<file path="src/rtl/bmc_pkg.sv">
package bmc_pkg;
    localparam int ADDR_W = 24;
    localparam int DATA_W = 16;
    localparam int HI_W   = ADDR_W - DATA_W;
    localparam int HALF_W = DATA_W / 2;

    typedef enum logic [2:0] {
        ST_IDLE,
        ST_REQ,
        ST_ADR1,
        ST_ADR2,
        ST_DATA
    } bus_st_e;

    typedef struct packed {
        logic [ADDR_W-1:0] addr;
        logic              write;
        logic              is_byte;
        logic              upper;
        logic              fifo;
        logic              byte_pins;
        logic              pulse;
        logic              swap;
        logic [DATA_W-1:0] wdata;
    } xfer_t;

    function automatic logic [DATA_W-1:0] swap_halves(input logic [DATA_W-1:0] w);
        return {w[HALF_W-1:0], w[DATA_W-1:HALF_W]};
    endfunction

    function automatic logic bad_combo(input logic byte_pins, input logic is_byte, input logic a0);
        return byte_pins & ~is_byte & a0;
    endfunction

    // {lane1, lane0} while master; lane1 is replaced by the chain in byte-flag mode
    function automatic logic [1:0] lane_code(input logic byte_pins, input logic is_byte,
                                             input logic upper);
        if (byte_pins)     return {1'b1, is_byte};
        else if (!is_byte) return 2'b00;
        else if (upper)    return 2'b01;
        else               return 2'b10;
    endfunction
endpackage

</file>
<file path="src/rtl/bmc_seq.sv">
module bmc_seq
    import bmc_pkg::*;
(
    input  logic    clk,
    input  logic    rst,
    input  logic    start,
    input  logic    hlda,
    input  logic    ready,
    output bus_st_e state,
    output logic    hold,
    output logic    master,
    output logic    done
);
    always_ff @(posedge clk) begin
        if (rst) begin
            state <= ST_IDLE;
            done  <= 1'b0;
        end else begin
            done <= (state == ST_DATA) && ready;
            case (state)
                ST_IDLE: if (start) state <= ST_REQ;
                ST_REQ:  if (hlda)  state <= ST_ADR1;
                ST_ADR1: state <= ST_ADR2;
                ST_ADR2: state <= ST_DATA;
                ST_DATA: if (ready) state <= ST_IDLE;
                default: state <= ST_IDLE;
            endcase
        end
    end

    assign hold   = (state != ST_IDLE);
    assign master = (state == ST_ADR1) || (state == ST_ADR2) || (state == ST_DATA);


    hold_until_ready_chk: assert property (@(posedge clk) disable iff (rst)
        (state == ST_DATA && !ready) |=> (state == ST_DATA));

    pins_need_grant_chk: assert property (@(posedge clk) disable iff (rst)
        $rose(master) |-> $past(hlda));

    done_after_ready_chk: assert property (@(posedge clk) disable iff (rst)
        done |-> $past(ready));
endmodule

</file>
<file path="src/rtl/bmc_lanes.sv">
module bmc_lanes
    import bmc_pkg::*;
(
    input  logic    clk,
    input  logic    rst,
    input  bus_st_e state,
    input  logic    master,
    input  logic    hold,
    input  logic    hlda,
    input  logic    cfg_byte_pins,
    input  logic    byte_pins_q,
    input  logic    pulse_q,
    input  logic    is_byte_q,
    input  logic    upper_q,
    input  logic    a0_q,
    output logic    strobe,
    output logic    lane0,
    output logic    lane1,
    output logic    pins_oe,
    output logic    lane1_oe
);
    logic [1:0] code;
    logic       sel_upper;

    // byte-flag mode takes the lane from the latched address bit 0
    assign sel_upper = byte_pins_q ? a0_q : upper_q;
    assign code      = master ? lane_code(byte_pins_q, is_byte_q, sel_upper) : 2'b11;

    assign strobe   = (state == ST_ADR1) ? ~pulse_q : pulse_q;
    assign lane0    = code[0];
    assign lane1    = cfg_byte_pins ? ~(hlda & ~hold) : code[1];
    assign pins_oe  = master;
    assign lane1_oe = cfg_byte_pins | master;


    ale_close_chk: assert property (@(posedge clk) disable iff (rst)
        (!pulse_q && state == ST_ADR2) |-> $fell(strobe));

    as_open_chk: assert property (@(posedge clk) disable iff (rst)
        (pulse_q && state == ST_ADR2) |-> $rose(strobe));
endmodule

</file>
<file path="src/rtl/bmc_data.sv">
module bmc_data
    import bmc_pkg::*;
(
    input  logic              clk,
    input  logic              rst,
    input  bus_st_e           state,
    input  logic              ready,
    input  logic [ADDR_W-1:0] addr_q,
    input  logic              write_q,
    input  logic              fifo_q,
    input  logic              swap_q,
    input  logic [DATA_W-1:0] wdata_q,
    input  logic [DATA_W-1:0] dal_in,
    output logic [DATA_W-1:0] dal_out,
    output logic              dal_oe,
    output logic [HI_W-1:0]   adr_hi,
    output logic [DATA_W-1:0] rd_data
);
    logic do_swap;
    logic adr_ph;

    assign do_swap = swap_q & fifo_q;
    assign adr_ph  = (state == ST_ADR1) || (state == ST_ADR2);

    always_comb begin
        dal_out = '0;
        dal_oe  = 1'b0;
        if (adr_ph) begin
            dal_out = addr_q[DATA_W-1:0];
            dal_oe  = 1'b1;
        end else if (state == ST_DATA && write_q) begin
            dal_out = do_swap ? swap_halves(wdata_q) : wdata_q;
            dal_oe  = 1'b1;
        end
    end

    assign adr_hi = (adr_ph || state == ST_DATA) ? addr_q[ADDR_W-1:DATA_W] : '0;

    always_ff @(posedge clk) begin
        if (rst) begin
            rd_data <= '0;
        end else if (state == ST_DATA && ready && !write_q) begin
            rd_data <= do_swap ? swap_halves(dal_in) : dal_in;
        end
    end
endmodule

</file>
<file path="src/rtl/bus_master_strobe.sv">
module bus_master_strobe
    import bmc_pkg::*;
(
    input  logic              clk,
    input  logic              rst,
    input  logic              req_valid,
    input  logic [ADDR_W-1:0] req_addr,
    input  logic              req_write,
    input  logic              req_byte,
    input  logic              req_upper,
    input  logic              req_fifo,
    input  logic [DATA_W-1:0] req_wdata,
    input  logic              cfg_byte_pins,
    input  logic              cfg_pulse_strobe,
    input  logic              cfg_swap,
    input  logic              hlda,
    input  logic              ready,
    input  logic [DATA_W-1:0] dal_in,
    output logic              hold,
    output logic [DATA_W-1:0] dal_out,
    output logic              dal_oe,
    output logic [HI_W-1:0]   adr_hi,
    output logic              strobe,
    output logic              lane0,
    output logic              lane1,
    output logic              pins_oe,
    output logic              lane1_oe,
    output logic [DATA_W-1:0] rd_data,
    output logic              done,
    output logic              req_err
);
    bus_st_e state;
    xfer_t   xq;
    logic    master;
    logic    idle;
    logic    illegal;
    logic    start;

    assign idle    = (state == ST_IDLE);
    assign illegal = bad_combo(cfg_byte_pins, req_byte, req_addr[0]);
    assign start   = req_valid & idle & ~illegal;

    always_ff @(posedge clk) begin
        if (rst) begin
            xq      <= '0;
            req_err <= 1'b0;
        end else begin
            req_err <= req_valid & idle & illegal;
            if (start) begin
                xq.addr      <= req_addr;
                xq.write     <= req_write;
                xq.is_byte   <= req_byte;
                xq.upper     <= req_upper;
                xq.fifo      <= req_fifo;
                xq.byte_pins <= cfg_byte_pins;
                xq.pulse     <= cfg_pulse_strobe;
                xq.swap      <= cfg_swap;
                xq.wdata     <= req_wdata;
            end
        end
    end

    bmc_seq u_seq (
        .clk    (clk),
        .rst    (rst),
        .start  (start),
        .hlda   (hlda),
        .ready  (ready),
        .state  (state),
        .hold   (hold),
        .master (master),
        .done   (done)
    );

    bmc_lanes u_lanes (
        .clk           (clk),
        .rst           (rst),
        .state         (state),
        .master        (master),
        .hold          (hold),
        .hlda          (hlda),
        .cfg_byte_pins (cfg_byte_pins),
        .byte_pins_q   (xq.byte_pins),
        .pulse_q       (xq.pulse),
        .is_byte_q     (xq.is_byte),
        .upper_q       (xq.upper),
        .a0_q          (xq.addr[0]),
        .strobe        (strobe),
        .lane0         (lane0),
        .lane1         (lane1),
        .pins_oe       (pins_oe),
        .lane1_oe      (lane1_oe)
    );

    bmc_data u_data (
        .clk     (clk),
        .rst     (rst),
        .state   (state),
        .ready   (ready),
        .addr_q  (xq.addr),
        .write_q (xq.write),
        .fifo_q  (xq.fifo),
        .swap_q  (xq.swap),
        .wdata_q (xq.wdata),
        .dal_in  (dal_in),
        .dal_out (dal_out),
        .dal_oe  (dal_oe),
        .adr_hi  (adr_hi),
        .rd_data (rd_data)
    );


    err_no_hold_chk: assert property (@(posedge clk) disable iff (rst)
        req_err |-> !hold);
endmodule

</file>
<file path="config.mk">
export PLATFORM = sky130hd
export DESIGN_NAME = bus_master_strobe
export DESIGN_NICKNAME = d
export VERILOG_FILES = /design/src/rtl/bmc_pkg.sv /design/src/rtl/bmc_seq.sv /design/src/rtl/bmc_lanes.sv /design/src/rtl/bmc_data.sv /design/src/rtl/bus_master_strobe.sv
export SDC_FILE = /design/constraint.sdc
export NUM_CORES = 1
export LEC_CHECK = 0
export ABC_AREA = 1
export ABC_CLOCK_PERIOD_IN_PS = 2200
export BUFFER_PORTS_ARGS = -buffer_cell sky130_fd_sc_hd__buf_2
export CORE_MARGIN = 3
export CORE_UTILIZATION = 45
export DETAILED_ROUTE_END_ITERATION = 8
export PLACE_DENSITY = 0.72
export SLEW_MARGIN = 40
export SYNTH_ARGS = -nofsm -noshare
export SYNTH_HDL_FRONTEND = slang
export SYNTH_HIERARCHICAL = 1
export SYNTH_SLANG_ARGS = --single-unit
export TNS_END_PERCENT = 10
</file>
<file path="constraint.sdc">
create_clock -name clk -period 2.2 [get_ports clk]
set_input_delay 0.11 -clock clk [delete_from_list [all_inputs] [get_ports clk]]
set_output_delay 0.11 -clock clk [all_outputs]
set_load 0.05 [all_outputs]
</file>
==> results.yml <==
run_status:
  outcome: "finished clean"
place:
  place.gp.congestion: 0.864
  placed_cells_incl_taps: 818
  numPortBuffers: 116
  dp.final_hpwl_um: 6630
  place_area_um2: 4270
  place_ws_ns: 0.528
yosys:
  synth_edf_count: 0
  synth.top_cell.area_share: 0.371
  postSynthRegisterBits: 68
  syn_inst: 623
  synth_nets: 691
  synth.largest_area_cell: "sky130_fd_sc_hd__dfxtp_1"
  mappedNetlistArea_um2: 3670
  muxShareOfSynthArea: 0
  synthFlopType: "sky130_fd_sc_hd__dfxtp_1"
  synth_compound_area_frac: 0.0477
  synth.yosys.warnings: 6
  ys_types: 21
  synth_top_family_by_area: "simple AND/OR/NAND/NOR gates"
  synth_area_leaders: "sky130_fd_sc_hd__dfxtp_1 (37%), sky130_fd_sc_hd__nand2_1 (19%), sky130_fd_sc_hd__nor2_1 (14%)"
  synthTopCellsByCount: "sky130_fd_sc_hd__nand2_1 (183), sky130_fd_sc_hd__nor2_1 (140), sky130_fd_sc_hd__inv_1 (95)"
  synth_area_per_cell_um2: 5.89
  async_reset_ff_frac: 0
  synth-adder-area-share: 0
  synth.yosys.seq_area_share: 0.371
  fraction_of_synthesized_cell_area_in_xor_and_xnor_cells: 0
  post-synth-top-count-cell: "sky130_fd_sc_hd__nand2_1"
  yosys.area_share.simple: 0.434
setup_path:
  crit-reg2reg-launch: "u_seq/state[0]$_SDFFE_PP0P_"
  critPathSlowestCell: "sky130_fd_sc_hd__dfxtp_1"
  worstReg2RegEnd: "xq[37]$_SDFFE_PP0P_"
  r2r_cells: 6
  worstPathCellList: "inv_1 > nor2_2 > buf_4 > nand2_1 > o21ai_1 > buf_2"
  worstSetupEndpointType: "output pin"
  critical_path_buf_inv_count: 3
  cp_data_arrival_time_ns: 1.91
  path_delay_family: "buffers and inverters"
  startpoint_type: "flop"
  reg2reg_slack_ns: 0.62
  timing.critical_path.required_ns: 2.09
  worstPathMaxFanout: 14
  cpPeakStageDelay_ns: 0.53
  timing_worst_setup_path_type: "reg -> out"
power_and_ir_drop:
  power_frac_seq: 0.437
  pwr_density_cell_nw_per_um2: 776
  p_leak_nw: 2.55
  switchingPower_mw: 1.27
  peakVddDrop_mv: 0.343
  clock_power_share: 0.261
  finalPower_mw: 3.45
  power.combinational.fraction: 0.302
  internal_power_mw: 2.18
  switching_share: 0.368
clock_network:
  cts.sinks: 68
  tritoncts_clock_tree: "built"
  htree_num_levels: 3
  clk_transition_reported_paths_ns: 0.06
  cts_setup_buffers: 0
  cts.root.buffer_cell: "sky130_fd_sc_hd__clkbuf_8"
  clock_latency_ns: 0.34
  tritoncts.num_buffers: 9
  cts.path.max_buffers: 2
drt:
  post_drt_via_cell_ratio: 4.66
  initialDrtViolationCount: 158
  detailed_route_via_count: 3884
  routed_wirelength_um: 9250
  drcViolationCount: 0
  postRouteAntennaNets: 0
  route.detailed.wl_per_inst_um: 11.1
  detail_route.first_pass.iterations: 4
finish:
  stdcell_count: 833
  finalInstanceArea_um2: 4440
  multiInputGateArea_um2: 1780
  layout.nets: 795
  register_area_um2: 1360
  flow.area_growth_from_synthesis_pct: 21.1
  filler_cells_inserted: 826
  antennaDiodeCount: 0
  final_layout_size_suffix_gt1_frac: 0.209
run:
  drv_cap: 0
floorplan:
  fp.coreArea_um2: 7810
  die_w_um: 96.3
  floorplan.io_pins: 117
  fp-row-count: 32
  fp.dieArea_um2: 9270
  die_height_um: 96.3
  start_util: 0.470
global_route:
  grt_pass1_wl_um: 15200
  total_track_usage: 0.206
  grt_start_max_net_pins: 46
  grt_pass1_vias: 3478
  globalRouteOverflowTotal: 0
  number_of_antenna_violations_at_the_first_check_in_global_routing: 0
timing:
  final_max_slew_viol_count: 0
  timing.final.crit_period_ns: 2.02
  timing.final.ws_setup_ns: 0.177
  max_clock_freq_mhz: 494
  hold_violations: 0
  grt_setup_unrepaired: "false"
  max_slew_margin: 0.576
  worst_slew_pin_slew_ns: 0.635
  fin_setup_tns_ns: 0
  clock_skew_ns: 0.00615
  period_share: 0.920
  finalSetupViolCount: 0
worst_hold_path:
  min_delay_worst_endpoint: "u_seq/state[2]$_SDFFE_PP0P_"
  worstHoldPathCells: 2
  holdCritPathClass: "in -> reg"
  min_from: "rst"
## how the worst max path moves through the flow
stage,start,to,slack [ns],depth (start not counted)
CTS,u_seq/state[1]$_SDFFE_PP0P_,adr_hi[4],0.15,6
detailed placement,u_seq/state[1]$_SDFFE_PP0P_,adr_hi[4],0.53,6
finish,u_seq/state[1]$_SDFFE_PP0P_,dal_out[7],0.18,6
global route,u_seq/state[1]$_SDFFE_PP0P_,dal_out[7],0.02,6
floorplan,u_seq/state[2]$_SDFFE_PP0P_,dal_out[10],0.17,4
global placement,u_seq/state[2]$_SDFFE_PP0P_,dal_out[10],0.54,5
## power groups by stage
stage	Combinational, mW	Clock, mW	Sequential, mW
floorplan	0.808	0	1.51
global placement	1.02	0	1.52
detailed placement	1.05	0	1.53
CTS	1.05	0.928	1.50
global route	1.18	0.984	1.53
finish	1.04	0.902	1.51
## final cells by class
class / instances / share of cell area
Multi-Input combinational cell: 427 / 0.401
Clock inverter: 2 / 0.00225
Inverter: 97 / 0.0819
Timing Repair Buffer: 124 / 0.144
Clock buffer: 13 / 0.0358
Sequential cell: 68 / 0.307
Tap cell: 102 / 0.0287
## cells in the final DEF, fill, tap and decap left out
| master | count |
|---|---|
| sky130_fd_sc_hd__o21ai_0 | 22 |
| sky130_fd_sc_hd__inv_1 | 95 |
| sky130_fd_sc_hd__nor3_1 | 2 |
| sky130_fd_sc_hd__nor3_2 | 1 |
| sky130_fd_sc_hd__nor2_2 | 7 |
| sky130_fd_sc_hd__clkinv_2 | 2 |
| sky130_fd_sc_hd__clkbuf_8 | 11 |
| sky130_fd_sc_hd__buf_4 | 8 |
| sky130_fd_sc_hd__nand3_2 | 2 |
| sky130_fd_sc_hd__o21ai_1 | 12 |
| sky130_fd_sc_hd__dfxtp_1 | 67 |
| sky130_fd_sc_hd__clkbuf_1 | 2 |
| sky130_fd_sc_hd__nand2_1 | 183 |
| sky130_fd_sc_hd__a21oi_1 | 1 |
| sky130_fd_sc_hd__nand3b_1 | 3 |
| sky130_fd_sc_hd__inv_2 | 2 |
| sky130_fd_sc_hd__nand4_1 | 1 |
| sky130_fd_sc_hd__buf_2 | 116 |
| sky130_fd_sc_hd__nand2_2 | 1 |
| sky130_fd_sc_hd__dfxtp_2 | 1 |
| sky130_fd_sc_hd__nor2_4 | 2 |
| sky130_fd_sc_hd__nor2_1 | 139 |
| sky130_fd_sc_hd__nand3_1 | 51 |
## through the flow
stage,hold slack [ns],utilization
floorplan,0.179,-
global placement,0.378,0.547
detailed placement,0.376,0.547
CTS,0.0192,0.569
global route,0.0151,0.569
finish,0.0331,0.569
## logic make-up after synthesis
group / Yosys count
DFF: 68
AOI/OAI and AO/OA: 35
buffers and inverters: 128
and+or+nand+nor: 392
## what timing repair did
action                                  CTS  global route
hold buffers                              0             0
endpoints found under the hold margin     0             0
resized for setup                         0             2
endpoints found under the setup margin    0            14
## metal layers
layer	GRT usage	vias up	routed length, um
li1	-	2054	-
met1	0.252	1699	4290
met2	0.347	115	4160
met3	0.0555	16	661
met4	0.0759	0	140
met5	0	-	0
## state kept, by name, summed over array words and instances, names as in the netlist
register,count
xq,47
u_data/rd_data,16
u_seq/state,3
req_err,1
u_seq/done,1
(Power assumes the default switching activity.)
